$ cat config.mk
export PLATFORM = sky130hd
export DESIGN_NAME = serchan_regs
export DESIGN_NICKNAME = d
export VERILOG_FILES = /design/src/rtl/sercfg_pkg.sv /design/src/rtl/serchan_cfg_regs.sv /design/src/rtl/serchan_line_status.sv /design/src/rtl/serchan_modem_status.sv /design/src/rtl/serchan_int_ctrl.sv /design/src/rtl/serchan_regs.sv
export SDC_FILE = /design/constraint.sdc
export NUM_CORES = 1
export LEC_CHECK = 0
export ABC_AREA = 0
export ABC_CLOCK_PERIOD_IN_PS = 1940
export CORE_UTILIZATION = 28
export DETAILED_ROUTE_END_ITERATION = 8
export GPL_TIMING_DRIVEN = 1
export MAX_ROUTING_LAYER = met4
export PLACE_DENSITY = 0.62
export SKIP_CTS_REPAIR_TIMING = 1
export SYNTH_ARGS = -nofsm -noshare
export SYNTH_HDL_FRONTEND = slang
export SYNTH_SLANG_ARGS = --single-unit
$ cat constraint.sdc
create_clock -name clk -period 1.94 [get_ports clk]
set_input_delay 0.291 -clock clk [delete_from_list [all_inputs] [get_ports clk]]
set_output_delay 0.291 -clock clk [all_outputs]
set_load 0.005 [all_outputs]
$ cat src/rtl/sercfg_pkg.sv
// Shared constants for the serial channel register unit.
// Assumes an 8-offset byte register map and a 6-bit interrupt code field.
package sercfg_pkg;

    // Register offsets
    localparam logic [2:0] OFS_DATA  = 3'd0;
    localparam logic [2:0] OFS_IEN   = 3'd1;
    localparam logic [2:0] OFS_FCTL  = 3'd2;
    localparam logic [2:0] OFS_LCTL  = 3'd3;
    localparam logic [2:0] OFS_MCTL  = 3'd4;
    localparam logic [2:0] OFS_LSTAT = 3'd5;
    localparam logic [2:0] OFS_MSTAT = 3'd6;
    localparam logic [2:0] OFS_SCR   = 3'd7;

    // Interrupt identification codes
    typedef enum logic [5:0] {
        ID_MODEM   = 6'h00,
        ID_NONE    = 6'h01,
        ID_THRE    = 6'h02,
        ID_RXDATA  = 6'h04,
        ID_LINE    = 6'h06,
        ID_TIMEOUT = 6'h0C
    } int_id_e;

    // Receive trigger threshold for a trigger select code and FIFO depth
    function automatic int trig_of(input logic [1:0] sel, input int depth);
        case (sel)
            2'd0:    return depth / 8;
            2'd1:    return depth / 4;
            2'd2:    return depth / 2;
            default: return depth - depth / 8;
        endcase
    endfunction

endpackage

$ cat src/rtl/serchan_cfg_regs.sv
// Writable configuration registers: line control, interrupt enable,
// modem control, scratch, divisor bytes, extended-feature byte and
// FIFO control. Line-control bit 7 redirects offsets 0..2 to the
// second bank. Assumes at most one write strobe per cycle.
module serchan_cfg_regs
    import sercfg_pkg::*;
(
    input  logic       clk,
    input  logic       rst_n,
    input  logic       wr_en,
    input  logic [2:0] addr,
    input  logic [7:0] wdata,
    output logic [7:0] lcr_q,
    output logic [3:0] ier_q,
    output logic [4:0] mcr_q,
    output logic [7:0] scr_q,
    output logic [7:0] dll_q,
    output logic [7:0] dlm_q,
    output logic [7:0] efr_q,
    output logic       fifo_on_q,
    output logic [1:0] trig_sel_q,
    output logic       thr_wr,
    output logic       ier_thre_on
);

    logic bank2;
    logic wr_lcr, wr_ier, wr_mcr, wr_scr, wr_dll, wr_dlm, wr_efr, wr_fcr;

    // Decode write strobes from offset and bank select
    always_comb begin
        bank2  = lcr_q[7];
        thr_wr = wr_en && (addr == OFS_DATA) && !bank2;
        wr_dll = wr_en && (addr == OFS_DATA) &&  bank2;
        wr_ier = wr_en && (addr == OFS_IEN)  && !bank2;
        wr_dlm = wr_en && (addr == OFS_IEN)  &&  bank2;
        wr_fcr = wr_en && (addr == OFS_FCTL) && !bank2;
        wr_efr = wr_en && (addr == OFS_FCTL) &&  bank2;
        wr_lcr = wr_en && (addr == OFS_LCTL);
        wr_mcr = wr_en && (addr == OFS_MCTL);
        wr_scr = wr_en && (addr == OFS_SCR);
        ier_thre_on = wr_ier && wdata[1] && !ier_q[1];
    end

    // Register the written bytes, cleared by reset
    always_ff @(posedge clk) begin
        if (!rst_n) begin
            lcr_q      <= '0;
            ier_q      <= '0;
            mcr_q      <= '0;
            scr_q      <= '0;
            dll_q      <= '0;
            dlm_q      <= '0;
            efr_q      <= '0;
            fifo_on_q  <= 1'b0;
            trig_sel_q <= 2'd0;
        end else begin
            if (wr_lcr) lcr_q <= wdata;
            if (wr_ier) ier_q <= wdata[3:0];
            if (wr_mcr) mcr_q <= wdata[4:0];
            if (wr_scr) scr_q <= wdata;
            if (wr_dll) dll_q <= wdata;
            if (wr_dlm) dlm_q <= wdata;
            if (wr_efr) efr_q <= wdata;
            if (wr_fcr) begin
                fifo_on_q  <= wdata[0];
                trig_sel_q <= wdata[7:6];
            end
        end
    end

endmodule

$ cat src/rtl/serchan_line_status.sv
// Line status composition: data ready, qualified head-byte errors,
// a sticky overrun flag and transmitter-empty level.
// Assumes rx_overrun is a one-cycle pulse from the receive FIFO.
module serchan_line_status #(
    parameter int LVL_W = 8
) (
    input  logic             clk,
    input  logic             rst_n,
    input  logic [LVL_W-1:0] rx_level,
    input  logic             rx_parity_err,
    input  logic             rx_frame_err,
    input  logic             rx_overrun,
    input  logic             tx_empty,
    input  logic             lsr_read,
    output logic [7:0]       lsr,
    output logic             line_err,
    output logic             data_ready,
    output logic             ovr_q
);

    logic perr, ferr;

    // Sticky overrun: a new pulse wins over the clearing read
    always_ff @(posedge clk) begin
        if (!rst_n)          ovr_q <= 1'b0;
        else if (rx_overrun) ovr_q <= 1'b1;
        else if (lsr_read)   ovr_q <= 1'b0;
    end

    // Assemble the status byte and the line-error condition
    always_comb begin
        data_ready = (rx_level != '0);
        perr       = data_ready && rx_parity_err;
        ferr       = data_ready && rx_frame_err;
        lsr        = {perr || ferr, 1'b0, tx_empty, 1'b0, ferr, perr, ovr_q, data_ready};
        line_err   = ovr_q || perr || ferr;
    end

endmodule

$ cat src/rtl/serchan_modem_status.sv
// Modem input sampling with per-pin change flags. DELTA_MASK selects
// which pins report changes; reading the status clears the flags.
// Assumes the pins are already synchronous to clk.
module serchan_modem_status #(
    parameter int          NPIN       = 4,
    parameter logic [3:0]  DELTA_MASK = 4'b1011
) (
    input  logic            clk,
    input  logic            rst_n,
    input  logic [NPIN-1:0] pins,
    input  logic            msr_read,
    output logic [NPIN-1:0] pin_q,
    output logic [NPIN-1:0] delta_q,
    output logic            any_delta
);

    for (genvar i = 0; i < NPIN; i++) begin : g_pin
        // Sample the pin level one cycle late
        always_ff @(posedge clk) begin
            if (!rst_n) pin_q[i] <= 1'b0;
            else        pin_q[i] <= pins[i];
        end

        if (DELTA_MASK[i]) begin : g_delta
            // Change flag: a new change wins over the clearing read
            always_ff @(posedge clk) begin
                if (!rst_n)                  delta_q[i] <= 1'b0;
                else if (pins[i] != pin_q[i]) delta_q[i] <= 1'b1;
                else if (msr_read)           delta_q[i] <= 1'b0;
            end
        end else begin : g_nodelta
            assign delta_q[i] = 1'b0;
        end
    end

    assign any_delta = |delta_q;

endmodule

$ cat src/rtl/serchan_int_ctrl.sv
// Interrupt pending logic and priority encoder. Keeps the
// transmitter-empty pending flag and selects the identification code.
// Assumes tx_empty is a level from the transmit FIFO.
module serchan_int_ctrl
    import sercfg_pkg::*;
#(
    parameter int FIFO_DEPTH = 128,
    parameter int LVL_W      = $clog2(FIFO_DEPTH + 1)
) (
    input  logic             clk,
    input  logic             rst_n,
    input  logic [3:0]       ier,
    input  logic             line_err,
    input  logic             data_ready,
    input  logic [LVL_W-1:0] rx_level,
    input  logic             fifo_on,
    input  logic [1:0]       trig_sel,
    input  logic             rx_timeout,
    input  logic             tx_empty,
    input  logic             thr_wr,
    input  logic             ier_thre_on,
    input  logic             isr_read,
    input  logic             modem_delta,
    output logic [5:0]       id_code,
    output logic             thre_q,
    output logic             irq
);

    logic             tx_prev;
    logic [LVL_W-1:0] trig_lvl;
    logic             rx_avail;
    logic             thre_set;
    int_id_e          id;

    // Previous transmitter-empty level for edge detection
    always_ff @(posedge clk) tx_prev <= tx_empty;

    // Receive availability against the selected trigger
    always_comb begin
        trig_lvl = LVL_W'(trig_of(trig_sel, FIFO_DEPTH));
        rx_avail = fifo_on ? (rx_level >= trig_lvl) : data_ready;
        thre_set = (tx_empty && !tx_prev) || (ier_thre_on && tx_empty);
    end

    // Transmitter-empty pending flag: set wins over clear
    always_ff @(posedge clk) begin
        if (!rst_n)                                  thre_q <= 1'b0;
        else if (thre_set)                           thre_q <= 1'b1;
        else if (thr_wr || (isr_read && id == ID_THRE)) thre_q <= 1'b0;
    end

    // Priority encoder over enabled sources
    always_comb begin
        if (ier[2] && line_err)                 id = ID_LINE;
        else if (ier[0] && rx_avail)            id = ID_RXDATA;
        else if (ier[0] && rx_timeout && data_ready) id = ID_TIMEOUT;
        else if (ier[1] && thre_q)              id = ID_THRE;
        else if (ier[3] && modem_delta)         id = ID_MODEM;
        else                                    id = ID_NONE;
        id_code = id;
        irq     = (id != ID_NONE);
    end

endmodule

$ cat src/rtl/serchan_regs.sv
// Top of the serial channel register unit: bus decode, read mux and
// the wiring of configuration, line status, modem status and interrupt
// logic. Reads are combinational; read side effects take place on the
// clock edge where bus_rd is high. Assumes bus_wr and bus_rd are not
// both high in one cycle.
module serchan_regs
    import sercfg_pkg::*;
#(
    parameter int FIFO_DEPTH = 128,
    parameter int LVL_W      = $clog2(FIFO_DEPTH + 1)
) (
    input  logic             clk,
    input  logic             rst_n,
    input  logic [2:0]       bus_addr,
    input  logic             bus_wr,
    input  logic             bus_rd,
    input  logic [7:0]       bus_wdata,
    output logic [7:0]       bus_rdata,
    input  logic [LVL_W-1:0] rx_level,
    input  logic [7:0]       rx_data,
    input  logic             rx_parity_err,
    input  logic             rx_frame_err,
    input  logic             rx_overrun,
    input  logic             rx_timeout,
    input  logic             tx_empty,
    input  logic             cts_in,
    input  logic             dsr_in,
    input  logic             ri_in,
    input  logic             dcd_in,
    output logic             tx_push,
    output logic [7:0]       tx_byte,
    output logic             rx_pop,
    output logic [1:0]       word_len,
    output logic             two_stop,
    output logic             parity_en,
    output logic             parity_even,
    output logic             break_on,
    output logic [15:0]      divisor,
    output logic             fifo_en,
    output logic             enhanced_en,
    output logic             dtr,
    output logic             rts,
    output logic             irq
);

    localparam int NPIN = 4;

    logic [7:0]      lcr_r, scr_r, dll_r, dlm_r, efr_r, lsr_v;
    logic [3:0]      ier_r;
    logic [4:0]      mcr_r;
    logic            fifo_on_r, thr_wr, ier_thre_on;
    logic [1:0]      trig_sel_r;
    logic            line_err, data_ready, ovr_flag, thre_flag, any_delta;
    logic [NPIN-1:0] pin_sync, pin_delta;
    logic [5:0]      id_code;
    logic            bank2, lsr_read, msr_read, isr_read;

    // Read side-effect strobes
    always_comb begin
        bank2    = lcr_r[7];
        lsr_read = bus_rd && (bus_addr == OFS_LSTAT);
        msr_read = bus_rd && (bus_addr == OFS_MSTAT);
        isr_read = bus_rd && (bus_addr == OFS_FCTL) && !bank2;
        rx_pop   = bus_rd && (bus_addr == OFS_DATA) && !bank2 && data_ready;
    end

    serchan_cfg_regs u_cfg (
        .clk         (clk),
        .rst_n       (rst_n),
        .wr_en       (bus_wr),
        .addr        (bus_addr),
        .wdata       (bus_wdata),
        .lcr_q       (lcr_r),
        .ier_q       (ier_r),
        .mcr_q       (mcr_r),
        .scr_q       (scr_r),
        .dll_q       (dll_r),
        .dlm_q       (dlm_r),
        .efr_q       (efr_r),
        .fifo_on_q   (fifo_on_r),
        .trig_sel_q  (trig_sel_r),
        .thr_wr      (thr_wr),
        .ier_thre_on (ier_thre_on)
    );

    serchan_line_status #(.LVL_W(LVL_W)) u_lsr (
        .clk           (clk),
        .rst_n         (rst_n),
        .rx_level      (rx_level),
        .rx_parity_err (rx_parity_err),
        .rx_frame_err  (rx_frame_err),
        .rx_overrun    (rx_overrun),
        .tx_empty      (tx_empty),
        .lsr_read      (lsr_read),
        .lsr           (lsr_v),
        .line_err      (line_err),
        .data_ready    (data_ready),
        .ovr_q         (ovr_flag)
    );

    serchan_modem_status #(.NPIN(NPIN), .DELTA_MASK(4'b1011)) u_msr (
        .clk       (clk),
        .rst_n     (rst_n),
        .pins      ({dcd_in, ri_in, dsr_in, cts_in}),
        .msr_read  (msr_read),
        .pin_q     (pin_sync),
        .delta_q   (pin_delta),
        .any_delta (any_delta)
    );

    serchan_int_ctrl #(.FIFO_DEPTH(FIFO_DEPTH), .LVL_W(LVL_W)) u_int (
        .clk         (clk),
        .rst_n       (rst_n),
        .ier         (ier_r),
        .line_err    (line_err),
        .data_ready  (data_ready),
        .rx_level    (rx_level),
        .fifo_on     (fifo_on_r),
        .trig_sel    (trig_sel_r),
        .rx_timeout  (rx_timeout),
        .tx_empty    (tx_empty),
        .thr_wr      (thr_wr),
        .ier_thre_on (ier_thre_on),
        .isr_read    (isr_read),
        .modem_delta (any_delta),
        .id_code     (id_code),
        .thre_q      (thre_flag),
        .irq         (irq)
    );

    // Read data multiplexer
    always_comb begin
        case (bus_addr)
            OFS_DATA:  bus_rdata = bank2 ? dll_r : rx_data;
            OFS_IEN:   bus_rdata = bank2 ? dlm_r : {4'b0, ier_r};
            OFS_FCTL:  bus_rdata = bank2 ? efr_r : {fifo_on_r, fifo_on_r, id_code};
            OFS_LCTL:  bus_rdata = lcr_r;
            OFS_MCTL:  bus_rdata = {3'b0, mcr_r};
            OFS_LSTAT: bus_rdata = lsr_v;
            OFS_MSTAT: bus_rdata = {pin_sync, pin_delta};
            default:   bus_rdata = scr_r;
        endcase
    end

    // Configuration outputs to the serializer, baud generator and pins
    always_comb begin
        tx_push     = thr_wr;
        tx_byte     = bus_wdata;
        word_len    = lcr_r[1:0];
        two_stop    = lcr_r[2];
        parity_en   = lcr_r[3];
        parity_even = lcr_r[4];
        break_on    = lcr_r[6];
        divisor     = {dlm_r, dll_r};
        fifo_en     = fifo_on_r;
        enhanced_en = efr_r[4];
        dtr         = mcr_r[0];
        rts         = mcr_r[1];
    end

endmodule

Word-level counts from Yosys, hierarchy flattened
Index checks and enable logic that the tools add are counted.

Register bits after elaboration: 62. Bits in latches: 0. RAM bits: 0. Bits in read-only memories: 0. Bits of input ports: 40. Output and inout port bits: 45. Logic and storage cells: 102. Memories kept: 0.

Add/subtract/negate cells: 0. Multiply operators: 0. Div/mod/pow operators: 0. $lt $le $gt $ge: 1. Equality and inequality tests: 14. Shift operators: 0. Mux-type cells: 19. Bitwise logic cells: 0. Reductions and logical operators: 49.

Operator list (count): $pmux 8 s7 (1); $logic_and 1x1->1 (32); $mux 6 (4); $mux 8 (3); $pmux 7 s3 (1); $eq 3x3->1 const B (4); $mux 1 (10); $reduce_bool 2->1 (5); $ge 8x7->1 (1); $reduce_bool 8->1 (1); $eq 3x2->1 const B (2); $eq 6x2->1 const B (1); $ne 6x1->1 const B (1); $logic_or 1x1->1 (5); $eq 3x1->1 const B (1); $logic_not 1->1 (3); $logic_not 3->1 (1); $ne 1x1->1 (3); $reduce_or 3->1 (1); $eq 2x1->1 const B (1); $eq 2x2->1 const B (1); $logic_not 2->1 (1).

Longest topological paths before layout
Depth in word-level cells: 12. Gate-level depth with buffers: 10. Mapped depth without buffers: 10.

Hierarchy
A second synthesis with hierarchy kept.

Cells, all modules: 393. Area total of the unflattened synthesis: 3489.6 um^2.

Modules (own cells, without submodules): serchan_cfg_regs (instances 1, cells each 191, area an instance 1918.1 um^2, sequential area each 1041.0 um^2); serchan_regs (instances 1, cells each 117, area an instance 868.3 um^2, sequential area each 0.0 um^2); serchan_int_ctrl (instances 1, cells each 43, area an instance 314.1 um^2, sequential area each 40.0 um^2); serchan_modem_status (instances 1, cells each 23, area an instance 250.2 um^2, sequential area each 140.1 um^2); serchan_line_status (instances 1, cells each 19, area an instance 138.9 um^2, sequential area each 20.0 um^2).

Worst setup path after synthesis
No wires, ideal clock.

Path kind: reg-to-output. Start point: register u_cfg.trig_sel_q[0]. End point: output port bus_rdata[1]. Arrival time: 1.801 ns. Required time: 1.649 ns. Path slack: -0.152 ns. Stages on the path, launching flop included: 10. Path buffers: 0. Cell sequence: dfxtp_1 ha_1 nor2_1 ha_1 or3b_1 nor3_2 a21oi_2 a21oi_4 a31oi_1 o221ai_1.

Word-level cells in the longest chain between the ends: 9. Elaborated cells between the ends (all ways): 11. Classes of those cells: order compare (1); eq/ne (2); mux (6); reduce/logical (2).

Ends and longest elaborated chain: start: declaration (line serchan_cfg_regs.sv:21) `output logic [1:0] trig_sel_q,`; start signal: assignment (line serchan_cfg_regs.sv:66) `trig_sel_q <= wdata[7:6];`; $eq 2x2->1, or another cell as far along (line sercfg_pkg.sv:27) `case (sel)`; $pmux 7 s3 * (line sercfg_pkg.sv:27); $ge 8x7->1 * (line serchan_int_ctrl.sv:41) `rx_avail = fifo_on ? (rx_level >= trig_lvl) : data_ready;`; $mux 1 * (line serchan_int_ctrl.sv:41); $logic_and 1x1->1 * (line serchan_int_ctrl.sv:55) `else if (ier[0] && rx_avail) id = ID_RXDATA;`; $mux 6 * (line serchan_int_ctrl.sv:55); $mux 6 * (line serchan_int_ctrl.sv:54) `if (ier[2] && line_err) id = ID_LINE;`; $mux 8 * (line serchan_regs.sv:136) `OFS_FCTL: bus_rdata = bank2 ? efr_r : {fifo_on_r, fifo_on_r, id_code};`; $pmux 8 s7 * (line serchan_regs.sv:133) `case (bus_addr)`; end: declaration (line serchan_regs.sv:18) `output logic [7:0] bus_rdata,`.

Every way passes the cells marked *; elsewhere a longest branch is shown, timed or not.

Worst setup path after layout
Start point: register u_cfg.trig_sel_q[1]. End point: output port bus_rdata[1].

Same word-level chain as after synthesis.

==> summary.txt <==
CTS
  • Clock latency on the worst-skew pair: 0.33 ns
  • Clock Pin Slew Worst Setup and Hold Paths: 0.06 ns
  • Root Buffer: clkbuf_16
  • Num CTS Buffers: 9
  • CTS tree: done
  • CTS H-tree depth: 3
  • Clock sink total: 62
  • Clk buf depth: 2

Timing
  • Max-slew headroom: 75.1%
  • Final critical-path required period: 2.72 ns
  • Worst slew pin tran: 0.370 ns
  • Max Clk Rate: 0.367 GHz
  • Final setup fails: 10
  • RSZ-0062 raised after global routing: yes
  • Hold slack final: 0.465 ns
  • Final hold violations: 0
  • Final setup TNS: -4.45 ns
  • Crit share post-route: 140%
  • Max-slew violations: 0
  • Final setup margin: -0.782 ns
  • Worst Skew: 0.00549 ns

GRT
  • Grt ovf: 0
  • First-pass GRT wire length: 17,700 µm
  • Initial antenna violation count: 0
  • Vias in the first global route: 3,275
  • Gr usage total: 18.8%
  • Largest net degree at the start of global routing: 63

Worst setup path
  • Crit path max-delay cell type: dfxtp_4
  • CP delay by family, top: simple AND/OR/NAND/NOR gates
  • Crit path from: u_cfg.trig_sel_q[1]
  • Worst EP arrival: 2.43 ns
  • Critical path's largest stage delay: 0.38 ns
  • Required @ worst endpoint: 1.65 ns
  • Worst path buffer plus inverter count: 3
  • Critical Path Sink Type: primary output
  • Worst R2R Setup Slack: -0.29 ns
  • FF-to-FF End: u_int.thre_q
  • Startpoint class of the critical path: register
  • Critical-path cell list: inv_4 > ha_4 > nor2_4 > ha_4 > and2b_2 > nor3_2 > a21oi_2 > a21oi_4 > buf_6 > a31oi_4 > o221ai_2 > buf_2
  • Reg2Reg Depth: 12
  • Most frequent CP cell: ha_4
  • Worst path depth: 12
  • Kind of critical path: reg2out
  • RR Startpoint: u_cfg.trig_sel_q[1]
  • CP max FO: 4
  • Critical Path End: bus_rdata[1]

Job
  • Max-cap violations: 0

Drt
  • Detailed Routing Iterations Pass 1: 5
  • Final wirelength: 12,000 µm
  • Metal3 WL: 722 µm
  • Iter 0 DRT Violations: 208
  • WL met1: 5060 µm
  • Met2 WL: 5930 µm
  • Top Layer Used: met4
  • DRC: 0
  • Routed vias: 3,515
  • Via density: 5.00
  • Antenna Violating Nets Remaining: 0
  • WL/cell: 17.1 µm

Placement
  • Hpwl dp: 8830 µm
  • Placer Congestion: 0.916
  • I/O Buffers: 84
  • Cells after DPL: 671
  • Area post-placement: 0.00496 mm²

Synthesis
  • Synth top cells by count: dfxtp_1, nand2_1, mux2i_1, nor2b_1
  • Synth Flop Type: dfxtp_1
  • Mean post-synth cell area: 8.82 µm²
  • Post-synthesis cell area: 0.00345 mm²
  • Ys async rst share: 0%
  • Syn Nets: 437
  • Synthesized netlist cell count: 391
  • Cell type with the largest total area after synthesis: dfxtp_1
  • Post-synth EDFFs: 0
  • Synthesized flop and latch total: 62
  • Synth top area share: 36.0%
  • Syn. warnings: 0
  • Synth top area cells: dfxtp_1, mux2i_1, nor2b_1
  • Count leader, synth: dfxtp_1
  • Post-synth cell types: 55
  • Sequential fraction of the synthesis area: 36.0%

Status
  • Failing checks: setup timing
  • Status: finished with violations

Power
  • Pint: 2.75 mW
  • Total power: 3.59 mW
  • Worst vdd ir: 487 µV
  • Logic pwr share: 15.3%
  • Leak: 2.36 nW
  • Clock Power Share: 47.9%
  • Seq pwr share: 36.8%
  • Switch share: 23.4%
  • NetSw: 0.843 mW
  • PD cells: 641 mW/mm²

Final layout
  • # nets final: 597
  • Finished Cell Area: 0.00561 mm²
  • # diodes: 0
  • Layout Cells excl Fill: 703
  • Syn-to-layout area delta: 62.7%
  • Fill count: 1,112
  • Layout cells sized above 1: 30.9%
  • Multi-input gate area: 0.00215 mm²
  • Reg area: 0.00125 mm²

Min path
  • Min-delay worst type: reg2reg
  • Hold Crit Depth: 2

Floorplan
  • Die Wd: 113 µm
  • Die Area: 0.0128 mm²
  • Starting density of the core: 28.7%
  • Core footprint: 0.0120 mm²
  • Ports: 85
  • Die span in y: 113 µm
  • Rows: 40
## layout make-up
class | instances | area share (%)
Inverter | 8 | 0.624
Multi-Input combinational cell | 288 | 38.4
Tap cell | 147 | 3.28
Sequential cell | 62 | 22.3
Clock buffer | 12 | 4.39
Timing Repair Buffer | 182 | 29.8
Clock inverter | 4 | 1.25
## power by group through the flow
stage | sequential (mW) | combinational [mW] | clock, mW
detailed placement | 1.35 | 0.516 | 0
CTS | 1.32 | 0.519 | 1.74
finish | 1.32 | 0.549 | 1.72
global placement | 1.35 | 0.511 | 0
floorplan | 1.34 | 0.220 | 0
global route | 1.33 | 0.589 | 1.80
## sequential cells by signal (all words and copies together) (netlist names)
register and count:
u_cfg.dll_q 8, u_cfg.dlm_q 8, u_cfg.efr_q 8, u_cfg.lcr_q 8, u_cfg.scr_q 8, u_cfg.mcr_q 5
u_cfg.ier_q 4, u_msr.pin_q 4, u_msr.delta_q 3, u_cfg.trig_sel_q 2, u_cfg.fifo_on_q 1, u_int.thre_q 1
u_int.tx_prev 1, u_lsr.ovr_q 1
## metrics by stage
stage / util, % / setup WS, ns
after CTS: 43.9 / -1.14
after detailed placement: 41.3 / -0.974
after global placement: 41.3 / -0.915
final: 46.7 / -0.782
after floorplan: - / -0.117
after global routing: 46.7 / -0.869
## cell usage in the layout, fill, tap and decap left out, types with 4 or more instances in the layout
| cell | instances |
|---|---|
| dlymetal6s2s_1 | 15 |
| nand4_1 | 4 |
| mux2i_1 | 39 |
| inv_1 | 6 |
| nor2b_1 | 38 |
| clkbuf_16 | 9 |
| o21ai_0 | 12 |
| buf_4 | 84 |
| nor2_1 | 15 |
| clkdlybuf4s50_1 | 62 |
| nor3_2 | 4 |
| dfxtp_1 | 59 |
| and2_1 | 4 |
| a21boi_0 | 18 |
| buf_12 | 4 |
| mux4_2 | 4 |
| buf_2 | 5 |
| a21oi_1 | 12 |
| buf_6 | 9 |
| nand2_1 | 55 |
| nand3_1 | 8 |
## tightest hold or removal path, stage by stage (launching register included)
cell and delay (ns):
dfxtp_1 0.31, nand2_1 0.05, a21boi_0 0.06
## how the worst min path moves through the flow
stage	startpoint	to	slack, ns
after global routing	u_cfg.scr_q[3]	u_cfg.scr_q[3]	0.48
after detailed placement	u_cfg.scr_q[3]	u_cfg.scr_q[3]	0.46
after global placement	u_cfg.scr_q[4]	u_cfg.scr_q[4]	0.45
after floorplan	tx_empty	u_int.tx_prev	0.32
after CTS	u_cfg.scr_q[3]	u_cfg.scr_q[3]	0.47
final	u_cfg.scr_q[3]	u_cfg.scr_q[3]	0.46
## metal layers
metal	up-vias	track usage [%]
met3	28	3.21
met5	-	-
met2	137	31.2
met4	0	5.18
li1	1692	-
met1	1658	23.5
## logic make-up (layout without fill, tap and decap cells)
| family | count (synthesis) | in the layout | share of synthesized area, % |
|---|---|---|---|
| simple gates | 160 | 160 | 25.1 |
| compound gates | 73 | 73 | 14.8 |
| flops | 62 | 62 | 36.0 |
| mux | 46 | 46 | 15.0 |
| buf+inv | 41 | 206 | 6.17 |
| fa+ha+maj | 6 | 6 | 2.18 |
| xor+xnor | 3 | 3 | 0.762 |
Note: power is estimated with default switching activity, not from simulation.
